File: src/rtl/ctlreg_pkg.sv
package ctlreg_pkg;

  localparam logic [7:0] CMD_WEL_SET  = 8'h02;
  localparam logic [7:0] CMD_WEL_CLR  = 8'h00;
  localparam logic [7:0] CMD_RWEL_SET = 8'h06;
  localparam logic [2:0] PAT_COMMIT   = 3'b001;

  typedef enum logic [2:0] {
    OP_NONE,
    OP_SET_WEL,
    OP_CLR_WEL,
    OP_SET_RWEL,
    OP_COMMIT
  } op_e;

  typedef struct packed {
    logic [1:0] pup;
    logic [1:0] wd;
    logic       bp;
  } cfg_t;

  // Decide what an accepted register byte does, given the two latches.
  function automatic op_e classify(input logic [7:0] b, input logic wel, input logic rwel);
    op_e op;
    op = OP_NONE;
    if (b == CMD_WEL_CLR) begin
      op = wel ? OP_CLR_WEL : OP_NONE;
    end else if (!wel) begin
      op = (b == CMD_WEL_SET) ? OP_SET_WEL : OP_NONE;
    end else if (!rwel) begin
      op = (b == CMD_RWEL_SET) ? OP_SET_RWEL : OP_NONE;
    end else if (b[3:1] == PAT_COMMIT) begin
      op = OP_COMMIT;
    end
    return op;
  endfunction

  // Third-step byte image to configuration fields.
  function automatic cfg_t unpack_cfg(input logic [7:0] b);
    cfg_t c;
    c.pup = {b[7], b[0]};
    c.wd  = b[6:5];
    c.bp  = b[4];
    return c;
  endfunction

endpackage

File: src/rtl/ctlreg_txn.sv
module ctlreg_txn
  import ctlreg_pkg::*;
#(
  parameter int POS_W = 4
) (
  input  logic             clk,
  input  logic             rst,
  input  logic             txn_start,
  input  logic             txn_stop,
  input  logic             rd_strobe,
  input  logic             byte_valid,
  input  logic [7:0]       byte_data,
  input  logic [POS_W-1:0] byte_pos,
  input  logic             byte_to_reg,
  input  logic             byte_prot,
  input  logic             wel,
  input  logic             busy,
  output logic             byte_ack,
  output logic             byte_nack,
  output logic             apply_v,
  output logic [7:0]       apply_b,
  output logic             prot_clr
);

  logic       pend_v;
  logic [7:0] pend_b;
  logic       accept;
  logic       first_pos;

  assign first_pos = (byte_pos == '0);

  always_comb begin
    accept = 1'b0;
    if (byte_to_reg) begin
      accept = first_pos && !busy && (wel || byte_data == CMD_WEL_SET);
    end else begin
      accept = wel && !busy && !byte_prot;
    end
  end

  assign apply_v  = txn_stop && pend_v;
  assign apply_b  = pend_b;
  assign prot_clr = byte_valid && !byte_to_reg && byte_prot;

  always_ff @(posedge clk) begin
    if (rst) begin
      pend_v    <= 1'b0;
      pend_b    <= '0;
      byte_ack  <= 1'b0;
      byte_nack <= 1'b0;
    end else begin
      byte_ack  <= byte_valid && accept;
      byte_nack <= byte_valid && !accept;
      if (txn_start || txn_stop) begin
        pend_v <= 1'b0;
      end else if (byte_valid && byte_to_reg) begin
        if (accept) begin
          pend_v <= 1'b1;
          pend_b <= byte_data;
        end else if (!first_pos) begin
          pend_v <= 1'b0;
        end
      end
    end
  end

  p_ack_nack_excl_r12: assert property (@(posedge clk) disable iff (rst)
    !(byte_ack && byte_nack));
  p_resp_after_valid_r12: assert property (@(posedge clk) disable iff (rst)
    byte_valid |=> (byte_ack || byte_nack));
  p_no_resp_idle_r12: assert property (@(posedge clk) disable iff (rst)
    !byte_valid |=> !(byte_ack || byte_nack));
  p_busy_nack_r9: assert property (@(posedge clk) disable iff (rst)
    (byte_valid && busy) |=> byte_nack);
  p_second_byte_nack_r8: assert property (@(posedge clk) disable iff (rst)
    (byte_valid && byte_to_reg && !first_pos) |=> (byte_nack && !pend_v));
  p_read_inert_r10: assert property (@(posedge clk) disable iff (rst)
    (rd_strobe && !byte_valid && !txn_start && !txn_stop) |=> $stable(pend_v));

endmodule

File: src/rtl/ctlreg_timer.sv
module ctlreg_timer #(
  parameter int COMMIT_CYCLES = 1000000
) (
  input  logic clk,
  input  logic rst,
  input  logic start,
  output logic busy,
  output logic done
);

  localparam int CW = $clog2(COMMIT_CYCLES + 1);
  localparam logic [CW-1:0] LOAD = CW'(COMMIT_CYCLES);
  localparam logic [CW-1:0] ONE  = CW'(1);

  logic [CW-1:0] cnt;

  assign done = busy && (cnt == ONE);

  always_ff @(posedge clk) begin
    if (rst) begin
      cnt  <= '0;
      busy <= 1'b0;
    end else if (start) begin
      cnt  <= LOAD;
      busy <= 1'b1;
    end else if (busy) begin
      cnt  <= cnt - ONE;
      busy <= (cnt != ONE);
    end
  end

  p_start_idle_r9: assert property (@(posedge clk) disable iff (rst)
    start |-> !busy);
  p_start_busy_r5: assert property (@(posedge clk) disable iff (rst)
    start |=> busy);
  p_done_ends_r5: assert property (@(posedge clk) disable iff (rst)
    done |=> !busy);

endmodule

File: src/rtl/ctlreg_latches.sv
module ctlreg_latches
  import ctlreg_pkg::*;
#(
  parameter logic [7:0] RESET_IMAGE = 8'h00
) (
  input  logic       clk,
  input  logic       rst,
  input  logic       apply_v,
  input  logic [7:0] apply_b,
  input  logic       prot_clr,
  input  logic       done,
  output logic       commit_go,
  output logic       wel_q,
  output logic       rwel_q,
  output cfg_t       cfg_q
);

  op_e        op;
  logic [7:0] stage_q;

  assign op        = classify(apply_b, wel_q, rwel_q);
  assign commit_go = apply_v && (op == OP_COMMIT);

  always_ff @(posedge clk) begin
    if (rst) begin
      wel_q   <= 1'b0;
      rwel_q  <= 1'b0;
      stage_q <= '0;
      cfg_q   <= unpack_cfg(RESET_IMAGE);
    end else begin
      if (done) begin
        cfg_q  <= unpack_cfg(stage_q);
        rwel_q <= 1'b0;
      end
      if (apply_v) begin
        case (op)
          OP_SET_WEL:  wel_q  <= 1'b1;
          OP_CLR_WEL:  wel_q  <= 1'b0;
          OP_SET_RWEL: rwel_q <= 1'b1;
          OP_COMMIT:   stage_q <= apply_b;
          default:     ;
        endcase
      end
      if (prot_clr) begin
        rwel_q <= 1'b0;
      end
    end
  end

  p_cfg_hold_r7: assert property (@(posedge clk) disable iff (rst)
    !done |=> $stable(cfg_q));
  p_commit_end_r5: assert property (@(posedge clk) disable iff (rst)
    done |=> (!rwel_q && wel_q));
  p_rwel_rise_r4: assert property (@(posedge clk) disable iff (rst)
    $rose(rwel_q) |-> (wel_q && $past(apply_v)));
  p_prot_clears_r11: assert property (@(posedge clk) disable iff (rst)
    prot_clr |=> !rwel_q);

endmodule

File: src/rtl/prot_ctlreg_seq.sv
module prot_ctlreg_seq
  import ctlreg_pkg::*;
#(
  parameter int         POS_W         = 4,
  parameter int         COMMIT_CYCLES = 1000000,
  parameter logic [7:0] RESET_IMAGE   = 8'h00
) (
  input  logic             clk,
  input  logic             rst,
  input  logic             txn_start,
  input  logic             txn_stop,
  input  logic             rd_strobe,
  input  logic             byte_valid,
  input  logic [7:0]       byte_data,
  input  logic [POS_W-1:0] byte_pos,
  input  logic             byte_to_reg,
  input  logic             byte_prot,
  output logic             byte_ack,
  output logic             byte_nack,
  output logic             busy,
  output logic             wel_o,
  output logic             rwel_o,
  output logic [1:0]       wd_sel,
  output logic [1:0]       pup_sel,
  output logic             bp_en
);

  logic       apply_v;
  logic [7:0] apply_b;
  logic       prot_clr;
  logic       commit_go;
  logic       done;
  logic       wel_q;
  logic       rwel_q;
  cfg_t       cfg_q;

  ctlreg_txn #(.POS_W(POS_W)) u_txn (
    .clk        (clk),
    .rst        (rst),
    .txn_start  (txn_start),
    .txn_stop   (txn_stop),
    .rd_strobe  (rd_strobe),
    .byte_valid (byte_valid),
    .byte_data  (byte_data),
    .byte_pos   (byte_pos),
    .byte_to_reg(byte_to_reg),
    .byte_prot  (byte_prot),
    .wel        (wel_q),
    .busy       (busy),
    .byte_ack   (byte_ack),
    .byte_nack  (byte_nack),
    .apply_v    (apply_v),
    .apply_b    (apply_b),
    .prot_clr   (prot_clr)
  );

  ctlreg_latches #(.RESET_IMAGE(RESET_IMAGE)) u_latches (
    .clk      (clk),
    .rst      (rst),
    .apply_v  (apply_v),
    .apply_b  (apply_b),
    .prot_clr (prot_clr),
    .done     (done),
    .commit_go(commit_go),
    .wel_q    (wel_q),
    .rwel_q   (rwel_q),
    .cfg_q    (cfg_q)
  );

  ctlreg_timer #(.COMMIT_CYCLES(COMMIT_CYCLES)) u_timer (
    .clk  (clk),
    .rst  (rst),
    .start(commit_go),
    .busy (busy),
    .done (done)
  );

  assign wel_o   = wel_q;
  assign rwel_o  = rwel_q;
  assign wd_sel  = cfg_q.wd;
  assign pup_sel = cfg_q.pup;
  assign bp_en   = cfg_q.bp;

endmodule

File: config.mk
export PLATFORM = sky130hd
export DESIGN_NAME = prot_ctlreg_seq
export DESIGN_NICKNAME = d
export VERILOG_FILES = /design/src/rtl/ctlreg_pkg.sv /design/src/rtl/ctlreg_txn.sv /design/src/rtl/ctlreg_timer.sv /design/src/rtl/ctlreg_latches.sv /design/src/rtl/prot_ctlreg_seq.sv
export SDC_FILE = /design/constraint.sdc
export NUM_CORES = 1
export LEC_CHECK = 0
export BUFFER_PORTS_ARGS = -buffer_cell sky130_fd_sc_hd__buf_2
export CAP_MARGIN = 5
export CELL_PAD_IN_SITES_DETAIL_PLACEMENT = 0
export CELL_PAD_IN_SITES_GLOBAL_PLACEMENT = 1
export CORE_UTILIZATION = 45
export DETAILED_ROUTE_END_ITERATION = 10
export GPL_ROUTABILITY_DRIVEN = 1
export PLACE_DENSITY_LB_ADDON = 0.1
export SYNTH_ARGS = -nofsm -noshare
export SYNTH_HDL_FRONTEND = slang
export SYNTH_HIERARCHICAL = 1
export SYNTH_SLANG_ARGS = --single-unit
File: constraint.sdc
create_clock -name clk -period 7.4 [get_ports clk]
set_clock_uncertainty 0.2 [all_clocks]
set_input_delay 1.48 -clock clk [delete_from_list [all_inputs] [get_ports clk]]
set_output_delay 1.48 -clock clk [all_outputs]
set_load 0.05 [all_outputs]
==> run_results.csv <==
group,metric,value,unit
detailed_routing,vias,1728,
die,die-area,5010,um^2
die,initial_utilization,47.9,%
layout,postLayoutCellArea,2400,um^2
place,port-buffer-count,28,
setup_path,rr_endpoint,"u_latches/cfg_q[2]",
place,routabilityCongestion,0.726,
die,fp-row-count,24,
setup_path,critPathMaxFanout,14,
run_status,run_status,"complete, but fails checks",
synthesis,synthDominantCellAreaShare,41.4,%
place,detailedPlacementHpwl,2940,um
layout,antenna_cells,0,
global_routing,grt_pass1_wl,7260,um
die,die_y,70.8,um
clock_tree,worst_skew_pair.late_latency,0.29,ns
setup_path,worst_r2r_path_depth,6,
place,post_dp_cell_area,2290,um^2
layout,nets_final,282,
synthesis,ys_warn_count,6,
die,boundaryPins,30,
synthesis,synth_cells,235,
setup_path,maximum_single_stage_delay_on_the_critical_path,0.40,ns
clock_tree,worst_setup_hold_path_clk_slew,0.08,ns
min_path,hold_path_depth,2,
synthesis,dominantRegCellSynth,"sky130_fd_sc_hd__dfxtp_1",
clock_tree,cts_num_sinks,44,
global_routing,globalRouteTotalUtil,18.3,%
min_path,hold_end,"u_txn/pend_v",
die,die_wd,70.8,um
synthesis,synth.avg_cell_area,9.06,um^2
clock_tree,cts_buffers,5,
timing,timing.max_slew.rel_slack,50.8,%
min_path,holdCritStartpoint,"u_txn/pend_v",
detailed_routing,count_of_tritonroute_iterations_in_the_first_routing_pass,7,
synthesis,post_synth_net_total,257,
synthesis,synthDominantAreaCellType,"sky130_fd_sc_hd__dfxtp_1",
timing,worst_pin_slew,0.738,ns
timing,fmax,325,MHz
timing,period_minus_slack,3.08,ns
synthesis,synth.ff_latch_count,44,
setup_path,critPathSlowestCell,"sky130_fd_sc_hd__nand2_1",
flow_run,cap_viol_max_count,0,
layout,most-common-layout-cells,"sky130_fd_sc_hd__dfxtp_1, sky130_fd_sc_hd__buf_2, sky130_fd_sc_hd__nor2_1",
setup_path,worstPathCellList,"buf_2 > and2_1 > nand2b_1 > nor2_1 > buf_4 > inv_1 > nand2_1 > nor2_1 > mux2_2",
timing,final_hold_viol_count,0,
setup_path,worst_path_required,7.38,ns
run_status,violations,"design-rule violations",
timing,number_of_endpoints_failing_setup_at_the_final_stage,0,
synthesis,synthesis.area,2130,um^2
timing,slew_violations,0,
timing,setup-tns-final,0,ns
layout,finalCoreUtilization,54.0,%
timing,post-route-period-util,41.6,%
layout,drive_gt1_share,19.9,%
clock_tree,root_buffer,"sky130_fd_sc_hd__clkbuf_8",
clock_tree,cts-root-to-sink-buffers,2,
setup_path,timing.reg2reg.setup_slack,4.68,ns
die,core_area,4440,um^2
synthesis,synth_top_cells_by_area,"sky130_fd_sc_hd__dfxtp_1, sky130_fd_sc_hd__mux2i_1, sky130_fd_sc_hd__nor2_1, sky130_fd_sc_hd__nand2b_1, sky130_fd_sc_hd__a21oi_1",
synthesis,synth-edff-count,0,
setup_path,critPathMostFrequentCell,"sky130_fd_sc_hd__nor2_1",
min_path,hold_path_class,"flop to flop",
layout,stdcell_count,313,
clock_tree,tritoncts,"built",
power,total_leakage_power,0.874,nW
power,power_density,180,nW/um^2
global_routing,grt_max_degree,37,
setup_path,timing.critical_path.to_type,"flop",
clock_tree,cts_repair_resize_count,0,
setup_path,worstReg2RegStart,"u_timer/cnt[5]",
synthesis,synth_cell_types,51,
global_routing,grt_antenna_before_repair,0,
detailed_routing,route.detailed.vias_per_inst,5.52,
synthesis,synth_seq_area_share,41.4,%
detailed_routing,detailedRoute.firstIterationViolations,65,
detailed_routing,drtAntennaViolNets,0,
global_routing,grt_remaining_overflow,0,
setup_path,worstSetupStartpointType,"input pin",
detailed_routing,finalWirelength,4230,um
detailed_routing,drcViolationCount,2,
place,dp.cells,305,
clock_tree,ctsHtreeMaxLevel,2,
power,ir_worst_vdd,0.0000957,V
setup_path,setup.worst_path.class,"input pin to flop",
detailed_routing,routed_wire_length_per_instance,13.5,um
layout,layout_commonest_cell,"sky130_fd_sc_hd__dfxtp_1",
setup_path,critPathArrivalTime,3.06,ns
timing,rsz_0062_raised_after_global_routing,"false",
synthesis,synth-async-reset-ratio,0,%
clock_tree,postCtsHoldBufs,0,
clock_tree,post-cts-setup-buffer-count,0,
global_routing,number_of_global_route_vias_before_repair,1536,
layout,syn_to_final_growth,12.7,%
[logic make-up (layout without fill, tap and decap cells)]
| logic type | Yosys count | after routing | synth area share, % |
|---|---|---|---|
| mux | 13 | 13 | 6.17 |
| buf+inv | 18 | 44 | 3.58 |
| fa+ha+maj | 2 | 2 | 1.17 |
| compound gates | 39 | 39 | 11.6 |
| simple gates | 110 | 110 | 32.4 |
| xor+xnor | 9 | 9 | 3.70 |
| flops | 44 | 44 | 41.4 |
[synthesized netlist by cell type, drive strengths merged (8+ instances only)]
master and number:
nand4 11, dfxtp 44, nor3 10, mux2i 12
nor2 27, nand2b 15, a21oi 18, o21ai 9
clkbuf 8
[critical path: cells and delay by family]
family        cells  cell delay (ns)
buf+inv           3             0.50
mux               1             0.27
simple gates      5             0.81
[where the power goes]
part | switching [mW] | internal [mW] | total (mW) | leakage (nW)
registers | 0.0000488 | 0.237 | 0.237 | 0.354
clock network | 0.0779 | 0.100 | 0.178 | 0.0552
logic | 0.00987 | 0.00610 | 0.0160 | 0.464
total | 0.0878 | 0.343 | 0.431 | 0.874
[state kept, by name, indices dropped and copies added (netlist names)]
signal / cells
u_latches/cfg_q: 5
u_latches/rwel_q: 1
u_latches/stage_q: 5
u_latches/wel_q: 1
u_timer/busy: 1
u_timer/cnt: 20
u_txn/apply_b: 8
u_txn/byte_ack: 1
u_txn/byte_nack: 1
u_txn/pend_v: 1
[per-layer routing]
layer | vias up | part of all wire [%] | global-route usage (%)
met4 | 0 | 1.3 | 6.67
met5 | - | 0 | 0
met1 | 795 | 55 | 27.5
met3 | 7 | 2.2 | 3.42
met2 | 24 | 42 | 26.0
li1 | 902 | - | -
[area by class of cell]
class	instances	area, um^2
fill	444	2040
multi-input combinational	173	1170
sequential	44	881
timing repair buffer	29	148
clock buffer	6	72.6
tap	52	65.1
clock inverter	2	35.0
inverter	7	26.3
[per-stage QoR]
step                hold slack (ns)  total power [mW]  setup slack [ns]
finish                        0.277             0.431              4.32
floorplan                     0.239             0.251              4.08
global route                  0.301             0.453              4.11
CTS                           0.282             0.440              4.29
global placement              0.254             0.259              3.96
detailed placement            0.267             0.259              3.98
[worst max path at each step]
stage,startpoint,to,slack [ns],cells past startpoint
floorplan,txn_stop,u_timer/cnt[0],4.08,8
global route,txn_stop,u_timer/cnt[15],4.11,9
detailed placement,txn_stop,u_timer/cnt[15],3.98,9
CTS,txn_stop,u_timer/cnt[15],4.29,9
global placement,txn_stop,u_timer/cnt[15],3.96,9
finish,txn_stop,u_timer/cnt[15],4.32,9
No activity file was read; power rests on OpenSTA's default activity.
